--- config.mk ---
export PLATFORM = sky130hd
export DESIGN_NAME = credit_stream_channel
export DESIGN_NICKNAME = d
export VERILOG_FILES = /design/src/rtl/csc_pkg.sv /design/src/rtl/csc_fifo.sv /design/src/rtl/csc_producer.sv /design/src/rtl/csc_consumer.sv /design/src/rtl/credit_stream_channel.sv
export SDC_FILE = /design/constraint.sdc
export NUM_CORES = 1
export LEC_CHECK = 0
export CAP_MARGIN = 20
export CORE_MARGIN = 3
export CORE_UTILIZATION = 50
export DETAILED_ROUTE_END_ITERATION = 16
export PLACE_DENSITY = 0.87
export RECOVER_POWER = 50
export SYNTH_ARGS = -nofsm -noshare
export SYNTH_HDL_FRONTEND = slang
export SYNTH_SLANG_ARGS = --single-unit
export TNS_END_PERCENT = 30
--- constraint.sdc ---
create_clock -name clk_i -period 2.5 [get_ports clk_i]
set_input_delay 0.5 -clock clk_i [delete_from_list [all_inputs] [get_ports clk_i]]
set_output_delay 0.5 -clock clk_i [all_outputs]
set_load 0.1 [all_outputs]
--- src/rtl/csc_pkg.sv ---
package csc_pkg;
  typedef enum logic [1:0] {
    MODE_TOKEN = 2'd0,
    MODE_BATCH = 2'd1,
    MODE_PULL  = 2'd2
  } mode_e;
endpackage

--- src/rtl/csc_fifo.sv ---
module csc_fifo #(
  parameter int W     = 8,
  parameter int DEPTH = 4,
  localparam int AW   = (DEPTH > 1) ? $clog2(DEPTH) : 1,
  localparam int CW   = $clog2(DEPTH + 1)
) (
  input  logic          clk_i,
  input  logic          rst_ni,
  input  logic          push_i,
  input  logic [W-1:0]  din_i,
  input  logic          pop_i,
  output logic [W-1:0]  dout_o,
  output logic          empty_o,
  output logic          full_o,
  output logic [CW-1:0] cnt_o
);
  logic [W-1:0]  mem_q [DEPTH];
  logic [AW-1:0] wr_q, rd_q;
  logic [CW-1:0] cnt_q;
  logic          do_push, do_pop;

  assign empty_o = (cnt_q == '0);
  assign full_o  = (cnt_q == CW'(DEPTH));
  assign cnt_o   = cnt_q;
  assign dout_o  = mem_q[rd_q];
  assign do_push = push_i && !full_o;
  assign do_pop  = pop_i && !empty_o;

  function automatic logic [AW-1:0] nxt(input logic [AW-1:0] p);
    return (p == AW'(DEPTH - 1)) ? '0 : p + AW'(1);
  endfunction

  always_ff @(posedge clk_i) begin
    if (do_push) mem_q[wr_q] <= din_i;
  end

  always_ff @(posedge clk_i or negedge rst_ni) begin
    if (!rst_ni) begin
      wr_q  <= '0;
      rd_q  <= '0;
      cnt_q <= '0;
    end else begin
      if (do_push) wr_q <= nxt(wr_q);
      if (do_pop)  rd_q <= nxt(rd_q);
      cnt_q <= cnt_q + CW'(do_push) - CW'(do_pop);
    end
  end

  AST_FIFO_CNT: assert property (@(posedge clk_i) disable iff (!rst_ni)
    cnt_q <= CW'(DEPTH)) else $error("fifo count out of range");
endmodule

--- src/rtl/csc_producer.sv ---
module csc_producer
  import csc_pkg::*;
#(
  parameter int W    = 8,
  parameter int PDEP = 4,
  parameter int CDEP = 4,
  localparam int PCW = $clog2(PDEP + 1),
  localparam int CCW = $clog2(CDEP + 1),
  localparam int MW  = (PCW > CCW) ? PCW : CCW
) (
  input  logic           clk_i,
  input  logic           rst_ni,
  input  logic [1:0]     mode_i,
  input  logic           cfg_clr_i,
  input  logic           in_vld_i,
  input  logic [W-1:0]   in_data_i,
  output logic           in_rdy_o,
  output logic           fwd_vld_o,
  output logic [W-1:0]   fwd_data_o,
  output logic           fwd_last_o,
  input  logic           rev_vld_i,
  input  logic           rev_req_i,
  input  logic [CCW-1:0] rev_cnt_i,
  output logic           idle_o
);
  logic           f_empty, f_full;
  logic [PCW-1:0] f_cnt;
  logic [CCW-1:0] cred_q, gain;
  logic           pend_q, busy_q;
  logic [MW-1:0]  cap_q, left_q, held, blen, left_now;
  logic           is_pull, start, send_pull, send_cred, send;

  csc_fifo #(.W(W), .DEPTH(PDEP)) u_buf (
    .clk_i, .rst_ni,
    .push_i (in_vld_i && !f_full),
    .din_i  (in_data_i),
    .pop_i  (send),
    .dout_o (fwd_data_o),
    .empty_o(f_empty),
    .full_o (f_full),
    .cnt_o  (f_cnt)
  );

  assign in_rdy_o  = !f_full;
  assign is_pull   = (mode_i == MODE_PULL);
  assign held      = MW'(f_cnt);
  assign blen      = (held < cap_q) ? held : cap_q;
  assign start     = is_pull && pend_q && !busy_q && !f_empty;
  assign left_now  = start ? blen : left_q;
  assign send_pull = is_pull && (start || busy_q);
  assign send_cred = !is_pull && !f_empty && (cred_q != '0);
  assign send      = send_pull || send_cred;
  assign gain      = (rev_vld_i && !rev_req_i) ? rev_cnt_i : '0;

  assign fwd_vld_o  = send;
  assign fwd_last_o = is_pull ? (left_now == MW'(1)) : 1'b1;
  assign idle_o     = f_empty && (cred_q == CCW'(CDEP)) && !busy_q;

  always_ff @(posedge clk_i or negedge rst_ni) begin
    if (!rst_ni) begin
      cred_q <= CCW'(CDEP);
      pend_q <= 1'b0;
      busy_q <= 1'b0;
      cap_q  <= '0;
      left_q <= '0;
    end else begin
      cred_q <= cred_q - CCW'(send_cred) + gain;
      if (cfg_clr_i) begin
        pend_q <= 1'b0;
      end else if (rev_vld_i && rev_req_i) begin
        pend_q <= 1'b1;
        cap_q  <= MW'(rev_cnt_i);
      end else if (start) begin
        pend_q <= 1'b0;
      end
      if (send_pull) begin
        left_q <= left_now - MW'(1);
        busy_q <= (left_now != MW'(1));
      end
    end
  end

  AST_CRED_LIMIT: assert property (@(posedge clk_i) disable iff (!rst_ni)
    cred_q <= CCW'(CDEP)) else $error("credit above remote depth");
  AST_BURST_FED: assert property (@(posedge clk_i) disable iff (!rst_ni)
    busy_q |-> !f_empty) else $error("burst ran dry");
endmodule

--- src/rtl/csc_consumer.sv ---
module csc_consumer
  import csc_pkg::*;
#(
  parameter int W    = 8,
  parameter int CDEP = 4,
  localparam int CCW = $clog2(CDEP + 1)
) (
  input  logic           clk_i,
  input  logic           rst_ni,
  input  logic [1:0]     mode_i,
  input  logic [CCW-1:0] batch_i,
  input  logic           cfg_clr_i,
  input  logic           fwd_vld_i,
  input  logic [W-1:0]   fwd_data_i,
  input  logic           fwd_last_i,
  output logic           out_vld_o,
  output logic [W-1:0]   out_data_o,
  input  logic           out_rdy_i,
  output logic           rev_vld_o,
  output logic           rev_req_o,
  output logic [CCW-1:0] rev_cnt_o,
  output logic           idle_o
);
  logic           c_empty, c_full, pop, drain;
  logic [CCW-1:0] c_cnt, free, acc_q, acc_d, acc_n, snd_cnt;
  logic           outst_q, outst_d, snd, snd_req;
  logic           rv_q, rq_q;
  logic [CCW-1:0] rc_q;
  logic [CCW-1:0] lim_q, got_q;

  csc_fifo #(.W(W), .DEPTH(CDEP)) u_buf (
    .clk_i, .rst_ni,
    .push_i (fwd_vld_i),
    .din_i  (fwd_data_i),
    .pop_i  (pop),
    .dout_o (out_data_o),
    .empty_o(c_empty),
    .full_o (c_full),
    .cnt_o  (c_cnt)
  );

  assign out_vld_o = !c_empty;
  assign pop       = out_rdy_i && !c_empty;
  assign free      = CCW'(CDEP) - c_cnt;
  assign drain     = pop && !fwd_vld_i && (c_cnt == CCW'(1));
  assign acc_n     = acc_q + CCW'(1);

  always_comb begin
    snd     = 1'b0;
    snd_req = 1'b0;
    snd_cnt = '0;
    acc_d   = acc_q;
    outst_d = outst_q;
    if (fwd_vld_i && fwd_last_i) outst_d = 1'b0;
    case (mode_i)
      MODE_TOKEN: if (pop) begin
        snd     = 1'b1;
        snd_cnt = CCW'(1);
      end
      MODE_BATCH: if (pop) begin
        if (acc_n == batch_i || drain) begin
          snd     = 1'b1;
          snd_cnt = acc_n;
          acc_d   = '0;
        end else begin
          acc_d = acc_n;
        end
      end
      MODE_PULL: if (!outst_q && free != '0) begin
        snd     = 1'b1;
        snd_req = 1'b1;
        snd_cnt = free;
        outst_d = 1'b1;
      end
      default: ;
    endcase
    if (cfg_clr_i) begin
      snd     = 1'b0;
      acc_d   = '0;
      outst_d = 1'b0;
    end
  end

  always_ff @(posedge clk_i or negedge rst_ni) begin
    if (!rst_ni) begin
      acc_q   <= '0;
      outst_q <= 1'b0;
      rv_q    <= 1'b0;
      rq_q    <= 1'b0;
      rc_q    <= '0;
      lim_q   <= '0;
      got_q   <= '0;
    end else begin
      acc_q   <= acc_d;
      outst_q <= outst_d;
      rv_q    <= snd;
      rq_q    <= snd_req;
      rc_q    <= snd_cnt;
      if (snd && snd_req) begin
        lim_q <= snd_cnt;
        got_q <= '0;
      end else if (fwd_vld_i) begin
        got_q <= got_q + CCW'(1);
      end
    end
  end

  assign rev_vld_o = rv_q;
  assign rev_req_o = rq_q;
  assign rev_cnt_o = rc_q;
  assign idle_o    = c_empty && (acc_q == '0) && !rv_q;

  AST_NO_OVERFLOW: assert property (@(posedge clk_i) disable iff (!rst_ni)
    fwd_vld_i |-> !c_full) else $error("token into full fifo");
  AST_STALL_HOLD: assert property (@(posedge clk_i) disable iff (!rst_ni)
    out_vld_o && !out_rdy_i |=> out_vld_o && $stable(out_data_o)) else $error("stalled output moved");
  AST_TOKEN_ONE: assert property (@(posedge clk_i) disable iff (!rst_ni)
    rev_vld_o && mode_i == MODE_TOKEN |-> !rev_req_o && rev_cnt_o == CCW'(1)) else $error("bad token credit");
  AST_BATCH_SIZE: assert property (@(posedge clk_i) disable iff (!rst_ni)
    rev_vld_o && mode_i == MODE_BATCH |-> rev_cnt_o != '0 && rev_cnt_o <= batch_i) else $error("bad batch credit");
  AST_BURST_CAP: assert property (@(posedge clk_i) disable iff (!rst_ni)
    fwd_vld_i && mode_i == MODE_PULL |-> got_q < lim_q) else $error("burst above request");
endmodule

--- src/rtl/credit_stream_channel.sv ---
module credit_stream_channel
  import csc_pkg::*;
#(
  parameter int W    = 8,
  parameter int PDEP = 4,
  parameter int CDEP = 4,
  localparam int CCW = $clog2(CDEP + 1)
) (
  input  logic           clk_i,
  input  logic           rst_ni,
  input  logic           cfg_we_i,
  input  logic [1:0]     cfg_mode_i,
  input  logic [CCW-1:0] cfg_batch_i,
  output logic [1:0]     mode_o,
  output logic [CCW-1:0] batch_o,
  input  logic           in_vld_i,
  input  logic [W-1:0]   in_data_i,
  output logic           in_rdy_o,
  output logic           fwd_vld_o,
  output logic [W-1:0]   fwd_data_o,
  output logic           fwd_last_o,
  input  logic           fwd_vld_i,
  input  logic [W-1:0]   fwd_data_i,
  input  logic           fwd_last_i,
  output logic           rev_vld_o,
  output logic           rev_req_o,
  output logic [CCW-1:0] rev_cnt_o,
  input  logic           rev_vld_i,
  input  logic           rev_req_i,
  input  logic [CCW-1:0] rev_cnt_i,
  output logic           out_vld_o,
  output logic [W-1:0]   out_data_o,
  input  logic           out_rdy_i
);
  mode_e          mode_q;
  logic [CCW-1:0] batch_q;
  logic           p_idle, c_idle, quiet, cfg_ok;

  assign quiet  = p_idle && c_idle && !fwd_vld_i && !rev_vld_i;
  assign cfg_ok = cfg_we_i && quiet && (cfg_mode_i != 2'd3) &&
                  (cfg_batch_i != '0) && (cfg_batch_i <= CCW'(CDEP));

  always_ff @(posedge clk_i or negedge rst_ni) begin
    if (!rst_ni) begin
      mode_q  <= MODE_TOKEN;
      batch_q <= CCW'(CDEP);
    end else if (cfg_ok) begin
      mode_q  <= mode_e'(cfg_mode_i);
      batch_q <= cfg_batch_i;
    end
  end

  assign mode_o  = mode_q;
  assign batch_o = batch_q;

  csc_producer #(.W(W), .PDEP(PDEP), .CDEP(CDEP)) u_prod (
    .clk_i, .rst_ni,
    .mode_i    (mode_q),
    .cfg_clr_i (cfg_ok),
    .in_vld_i, .in_data_i, .in_rdy_o,
    .fwd_vld_o, .fwd_data_o, .fwd_last_o,
    .rev_vld_i, .rev_req_i, .rev_cnt_i,
    .idle_o    (p_idle)
  );

  csc_consumer #(.W(W), .CDEP(CDEP)) u_cons (
    .clk_i, .rst_ni,
    .mode_i    (mode_q),
    .batch_i   (batch_q),
    .cfg_clr_i (cfg_ok),
    .fwd_vld_i, .fwd_data_i, .fwd_last_i,
    .out_vld_o, .out_data_o, .out_rdy_i,
    .rev_vld_o, .rev_req_o, .rev_cnt_o,
    .idle_o    (c_idle)
  );

  AST_CFG_HOLD: assert property (@(posedge clk_i) disable iff (!rst_ni)
    !quiet |=> $stable(mode_q) && $stable(batch_q)) else $error("config moved while busy");
endmodule

==> results of run 1 <==
## path summary, 6_finish.rpt
| kind | start | to | slack [ps] | cells after the start |
|---|---|---|---|---|
| worst max-delay path | mode_o[0]$_DFFE_PN0N_ | fwd_last_o | -210 | 7 |
| worst min-delay path | rst_ni | batch_o[1]$_DFFE_PN0N_ | 410 | 1 |
| worst max register to register | u_prod.u_buf.cnt_o[1]$_DFF_PN0_ | u_prod.u_buf.cnt_o[2]$_DFF_PN0_ | -50 | 11 |
| worst min register to register | u_prod.left_q[0]$_DFFE_PN0P_ | u_prod.left_q[0]$_DFFE_PN0P_ | 510 | 1 |
| max in group asynchronous | rst_ni | u_cons.u_buf.rd_q[0]$_DFFE_PN0P_ | 710 | 2 |
| min in group clk_i | u_prod.left_q[0]$_DFFE_PN0P_ | u_prod.left_q[0]$_DFFE_PN0P_ | 510 | 1 |
## power by group through the flow
| stage | registers [mW] | clock network, mW | logic (mW) |
|---|---|---|---|
| 3_5_place_dp | 2.60 | 0 | 4.18 |
| 6_report | 2.57 | 0.947 | 4.33 |
| 3_3_place_gp | 2.57 | 0 | 4.06 |
| 4_1_cts | 2.57 | 0.971 | 4.31 |
| 5_1_grt | 2.63 | 1.04 | 4.58 |
| 2_1_floorplan | 2.49 | 0 | 2.86 |
## through the flow
stage	utilization, %	std cells
2_1_floorplan	-	316
3_3_place_gp	63.0	515
3_5_place_dp	63.0	515
4_1_cts	66.0	535
5_1_grt	66.4	539
6_report	66.4	539
## worst max-delay path, delay by kind of cell (launching register included)
| family | cells | cell delay (ps) |
|---|---|---|
| AND/OR/NAND/NOR | 2 | 440 |
| adder cells (fa/ha/maj) | 1 | 190 |
| buffers and inverters | 2 | 230 |
| AO/OA/AOI/OAI | 1 | 230 |
| flip-flops | 1 | 480 |
| multiplexers | 1 | 270 |
## Yosys cell counts, drive strengths merged (3+ instances only)
cell	n
edfxtp	64
dfrtp	37
inv	31
ha	28
mux2	16
mux4	16
nand2	13
nor2	12
xnor2	9
and2	8
nor3	7
o21ai	7
buf	6
nand2b	6
nor2b	5
and3	4
nand3	4
fa	3
nand4	3
o211ai	3
o31ai	3
o32ai	3
or3	3
## state kept, by name, summed over array words and instances (netlist names)
name	cells
u_prod.cap_q	3
u_cons.rev_req_o	1
u_prod.u_buf.cnt_o	3
u_prod.u_buf.mem_q	32
u_prod.pend_q	1
u_cons.rev_vld_o	1
u_prod.left_q	3
u_prod.cred_q	3
u_cons.u_buf.cnt_o	3
u_cons.u_buf.rd_q	2
u_prod.busy_q	1
u_cons.acc_q	3
u_prod.u_buf.wr_q	2
u_cons.rev_cnt_o	3
u_cons.outst_q	1
batch_o	3
u_cons.u_buf.mem_q	32
mode_o	2
u_cons.u_buf.wr_q	2
u_prod.u_buf.rd_q	2
## cell type report
type,instances,share of cell area [%]
flip-flops and latches,103,47.0
multi-input cells,176,30.5
well taps,129,2.61
clock inverters,6,0.949
inverters,31,1.88
clock buffers,9,2.00
repair buffers,85,15.1
## logic make-up after synthesis
family                   Yosys count
adder cells (fa/ha/maj)           31
AND/OR/NAND/NOR                   70
XOR/XNOR                          11
flip-flops                       103
buffers and inverters             37
AO/OA/AOI/OAI                     30
multiplexers                      34
## timing repair
item,in CTS,in global routing
buffers inserted,5,4
endpoints found under the setup margin,5,10
pin swaps,7,5
resized for setup,12,13
## routing by layer
| metal | global-route usage, % | vias up | part of all wire, % |
|---|---|---|---|
| met5 | 0 | - | 0 |
| met4 | 3.99 | 0 | 0.56 |
| met3 | 5.03 | 4 | 5.2 |
| met2 | 30.7 | 82 | 53 |
| met1 | 21.2 | 1437 | 41 |
| li1 | - | 1344 | - |
==> results.txt, run 1 <==
Status -> complete, but fails checks
Failing checks -> negative setup slack
Worst slack, placed -> -27.0 ps
Clk slew on worst S/H paths -> 110 ps
Setup TNS -> -264 ps
Hold Fails Final Rpt -> 0
Net Count, Synth -> 380
Final setup fails -> 2
Die W -> 104 um
Critical-path maximum fanout -> 7
Sequential cell area -> 2910 sq um
# diodes -> 0
RSZ-0062 raised after global routing -> yes
Clk sinks -> 103
Setup ws final -> -212 ps
Clk_lat worst skew -> 360 ps
Share of power burned in registers -> 32.7%
Number of synthesized register bits -> 103
Via count -> 2867
Die Y -> 104 um
Startpoint types -> flop
Syn Std Cell Area -> 4820 sq um
Mux contribution to synthesized area -> 12.0%
Net Sw Frac -> 44.6%
Combinational fraction of design power -> 55.2%
Achievable frequency -> 369 MHz
Drt pass-1 iters -> 5
Internal -> 4.34 mW
Die Footprint -> 10900 sq um
PD cells -> 1270 nW/um^2
Worst slew margin -> 9.98%
Per-cell routed wire length -> 16.5 um
Critical Path RT -> 2000 ps
Mapped Cells -> 316
I/O Buffers -> 62
CTS Root Cell -> clkbuf_8
Top-area cell type share of the netlist area -> 39.9%
Final worst-path cycle share -> 108%
Main flop type after synthesis -> edfxtp_1
Vias per cell -> 5.32
Class of the worst hold path -> input port to async pin
Initial Util -> 51.7%
Yosys warnings -> 0
Tot Pwr -> 7.84 mW
Clock power frac -> 12.1%
GRT overflow -> 0
Vias in the first global route -> 3152
Cts hold-fix bufs -> 0
Simple-gate share of the synthesized area -> 9.34%
Adder-Cell Fraction of Synth Area -> 8.51%
Worst-margin pin slew -> 1350 ps
EDFF count, synth -> 64
Final hold slack -> 413 ps
DP Area -> 5870 sq um
Peak VDD IR -> 0.974 mV
Ports -> 63
CTS tree -> yes
Commonest non-fill, non-tap cell in the layout -> edfxtp_1
Max-slew violation count -> 0
Crit path largest cell delay -> 480 ps
Lkg Pwr -> 2.48 nW
Compound-Gate Fraction of Synth Area -> 4.59%
Synth top area cells -> edfxtp_1 40%, dfrtp_1 19%, mux4_2 7.5%, ha_1 7.3%, inv_1 2.4%
Worst Skew -> 17.4 ps
Asr flop ratio synth -> 37.9%
Worst EP arrival -> 2210 ps
Final instance area -> 6190 sq um
Sw Pwr -> 3.50 mW
Largest net degree at the start of global routing -> 26
RD Place Congestion -> 0.833
Sequential area share after synthesis -> 60.1%
Routed Antenna Nets -> 0
H-tree depth -> 3
Total GRT Usage -> 17.4%
Detailed Route WL -> 8.90 mm
Final HPWL DP -> 6.47 mm
Layout filler cell count -> 655
Synth area leader -> edfxtp_1
DRT iter0 DRCs -> 140
Clk buf depth -> 2
Cts bufs inserted -> 9
Detailed-route DRC error count -> 0
Row count -> 35
Avg Cell Area, Syn -> 15.3 sq um
Nets -> 470
Area used by multi-input combinational logic -> 1890 sq um
First-pass GRT wire length -> 15.1 mm
CP max stage cell -> dfrtp_4
Crit path kind -> flop to output port
XOR/XNOR share of the synthesized area -> 2.28%
Initial antenna violation count -> 0
Max Cap Viol -> 0
Largest family of logic cells by synthesized area -> multiplexers
Yosys cell types -> 56
Crit path time final -> 2710 ps
Cell chain of the critical path -> nand2b_4 -> nor3_2 -> mux2i_1 -> inv_1 -> ha_2 -> a21o_4 -> buf_12
CP endpoint kind -> output port
Core area -> 9330 sq um
Area grow syn2layout -> 28.4%
Most frequent cells in the layout -> 64 x edfxtp_1, 31 x dfrtp_1, 30 x inv_1
Share of cells above drive strength 1 -> 31.2%
(Power assumes the default switching activity.)
==> run 2: changes to the inputs <==
--- a/config.mk
+++ b/config.mk
@@ -10,7 +10,6 @@
 export CORE_UTILIZATION = 50
 export DETAILED_ROUTE_END_ITERATION = 16
 export PLACE_DENSITY = 0.87
-export RECOVER_POWER = 50
 export SYNTH_ARGS = -nofsm -noshare
 export SYNTH_HDL_FRONTEND = slang
 export SYNTH_SLANG_ARGS = --single-unit
==> run 2 against run 1 <==
Against the previous run:
- the flow still finishes with violations (negative setup slack)
- clock skew decreased by 2.8 ps
- die area unchanged
- sequential share of layout area decreased by 0.29 points
- clock-buffer cell count unchanged
- sequential power about the same
- via count decreased by 0.49%
- global-route usage unchanged
- worst hold slack got worse by 300 ps
- total power increased by 0.23%
- largest cell class unchanged
==> results.txt, run 2 (synthesis results as in run 1) <==
Status -> complete, but fails checks (unchanged)
Failing checks -> negative setup slack (unchanged)
Peak VDD IR -> 0.974 mV (about the same)
Inst Count DP -> 515 (unchanged)
Vias in the first global route -> 3152 (unchanged)
I/O Buffers -> 62 (unchanged)
Setup ws final -> -211 ps (was -212 ps)
DP Area -> 5870 sq um (unchanged)
Lkg Pwr -> 2.51 nW (was 2.48 nW)
Initial Util -> 51.7% (unchanged)
Initial antenna violation count -> 0 (unchanged)
Cell chain of the critical path -> buf_12 -> o31ai_4 -> or3_4 -> o31ai_4 -> ha_2 -> a21o_4 -> buf_12 (was nand2b_4 -> nor3_2 -> mux2i_1 -> inv_1 -> ha_2 -> a21o_4 -> buf_12)
CTS Root Cell -> clkbuf_8 (unchanged)
M3 GR Usage -> 5.03% (unchanged)
Clk sinks -> 103 (unchanged)
Ports -> 63 (unchanged)
RD Place Congestion -> 0.833 (unchanged)
Detailed Route WL -> 8.89 mm (was 8.90 mm)
Worst slew margin -> 62.3% (was 9.98%)
DRT iter0 DRCs -> 126 (was 140)
Met2 usage -> 30.7% (unchanged)
Crit path time final -> 2710 ps (about the same)
Row count -> 35 (unchanged)
Via count -> 2853 (was 2867)
PD cells -> 1260 nW/um^2 (was 1270 nW/um^2)
Combinational fraction of design power -> 55.3% (was 55.2%)
Worst-margin pin slew -> 566 ps (was 1350 ps)
Cts hold-fix bufs -> 0 (unchanged)
Share of cells above drive strength 1 -> 33.9% (was 31.2%)
Tot Pwr -> 7.86 mW (was 7.84 mW)
Hold Fails Final Rpt -> 0 (unchanged)
Routed Antenna Nets -> 0 (unchanged)
Drt pass-1 iters -> 5 (unchanged)
Clock power frac -> 12.0% (was 12.1%)
First-pass GRT wire length -> 15.1 mm (unchanged)
Worst Skew -> 14.6 ps (was 17.4 ps)
Clk_lat worst skew -> 360 ps (about the same)
Die Footprint -> 10900 sq um (unchanged)
Sw Pwr -> 3.50 mW (about the same)
Final hold slack -> 112 ps (was 413 ps)
Core area -> 9330 sq um (unchanged)
Die W -> 104 um (unchanged)
Layout filler cell count -> 641 (was 655)
Final HPWL DP -> 6.47 mm (unchanged)
Critical-path maximum fanout -> 3 (was 7)
Largest net degree at the start of global routing -> 26 (unchanged)
Worst slack, placed -> -27.0 ps (unchanged)
Achievable frequency -> 369 MHz (about the same)
Most frequent cells in the layout -> 64 x edfxtp_1, 33 x buf_4, 31 x dfrtp_1, 31 x clkdlybuf4s50_1, 30 x inv_1 (was 64 x edfxtp_1, 31 x dfrtp_1, 30 x inv_1)
Crit path kind -> flop to output port (unchanged)
GRT overflow -> 0 (unchanged)
Share of power burned in registers -> 32.7% (about the same)
GR Util met1 -> 21.2% (unchanged)
# diodes -> 0 (unchanged)
H-tree depth -> 3 (unchanged)
Utilization after layout -> 66.8% (was 66.4%)
Internal -> 4.36 mW (was 4.34 mW)
Clk buf depth -> 2 (unchanged)
Commonest non-fill, non-tap cell in the layout -> edfxtp_1 (unchanged)
Max Cap Viol -> 0 (unchanged)
Biggest regs -> u_cons.u_buf.mem_q (32), u_prod.u_buf.mem_q (32) (unchanged)
Cts bufs inserted -> 9 (unchanged)
Detailed-route DRC error count -> 0 (unchanged)
Total GRT Usage -> 17.4% (unchanged)
Layer with the highest usage -> met2 (unchanged)
Nets -> 470 (unchanged)
Startpoint types -> flop (unchanged)
Worst EP arrival -> 2210 ps (about the same)
Layout Cells excl Fill -> 539 (unchanged)
Max-slew violation count -> 0 (unchanged)
Setup TNS -> -263 ps (was -264 ps)
Area grow syn2layout -> 29.2% (was 28.4%)
RSZ-0062 raised after global routing -> yes (unchanged)
Critical Path RT -> 2000 ps (about the same)
CP max stage cell -> dfrtp_1 (was dfrtp_4)
Die Y -> 104 um (unchanged)
Vias per cell -> 5.29 (was 5.32)
CTS tree -> yes (unchanged)
Net Sw Frac -> 44.5% (was 44.6%)
Class of the worst hold path -> input port to async pin (unchanged)
Final worst-path cycle share -> 108% (about the same)
Per-cell routed wire length -> 16.5 um (about the same)
Crit path largest cell delay -> 450 ps (was 480 ps)
Final setup fails -> 2 (unchanged)
Clk slew on worst S/H paths -> 100 ps (was 110 ps)
Final instance area -> 6230 sq um (was 6190 sq um)
CP endpoint kind -> output port (unchanged)
## run 2: changes by cell type in the layout (fill, tap and decap cells not counted), sizes merged
cell,delta
buf,+9
clkdlybuf4s50,+17
dlygate4sd3,-17
clkbuf,-9
## run 2: metal layers
layer  up-vias  share of wire [%]
met2        76                 53
met3         6                4.8
met1      1424                 41
met5         -                  0
li1       1347                  -
met4         0               0.67
## run 2: worst max-delay path, delay by kind of cell, from the launching register on
family,cells,cell delay (ps)
AND/OR/NAND/NOR,1,420
adder cells (fa/ha/maj),1,230
flip-flops,1,450
buffers and inverters,2,300
AO/OA/AOI/OAI,3,450
## run 2: layout make-up
type | instances | area [sq um] | area share [%]
clock buffers | 9 | 124 | 1.99
clock inverters | 6 | 58.8 | 0.944
inverters | 31 | 116 | 1.87
multi-input cells | 176 | 1900 | 30.4
flip-flops and latches | 103 | 2910 | 46.7
well taps | 129 | 161 | 2.59
repair buffers | 85 | 963 | 15.5
## run 2: power groups by stage
stage | registers [mW] | clock network (mW) | logic, mW
finish | 2.57 | 0.943 | 4.35
global route | 2.63 | 1.04 | 4.60
CTS | 2.57 | 0.971 | 4.31
detailed placement | 2.60 | 0 | 4.18
global placement | 2.57 | 0 | 4.06
floorplan | 2.49 | 0 | 2.86
## run 2: path summary, 6_finish.rpt
check	slack, ps	cells past startpoint	start	end
worst min register to register	510	1	u_prod.left_q[0]$_DFFE_PN0P_	u_prod.left_q[0]$_DFFE_PN0P_
worst max-delay path	-210	7	u_prod.u_buf.cnt_o[1]$_DFF_PN0_	fwd_last_o
worst min-delay path	110	1	rst_ni	batch_o[1]$_DFFE_PN0N_
max in group asynchronous	1750	2	rst_ni	u_cons.u_buf.rd_q[0]$_DFFE_PN0P_
min in group clk_i	510	1	u_prod.left_q[0]$_DFFE_PN0P_	u_prod.left_q[0]$_DFFE_PN0P_
worst max register to register	-50	11	u_prod.u_buf.cnt_o[1]$_DFF_PN0_	u_prod.u_buf.cnt_o[2]$_DFF_PN0_
## run 2: what timing repair did
| action | CTS | global route |
|---|---|---|
| resized for setup | 12 | 13 |
| buffers inserted | 5 | 4 |
| pin swaps | 7 | 5 |
| endpoints found under the setup margin | 5 | 10 |
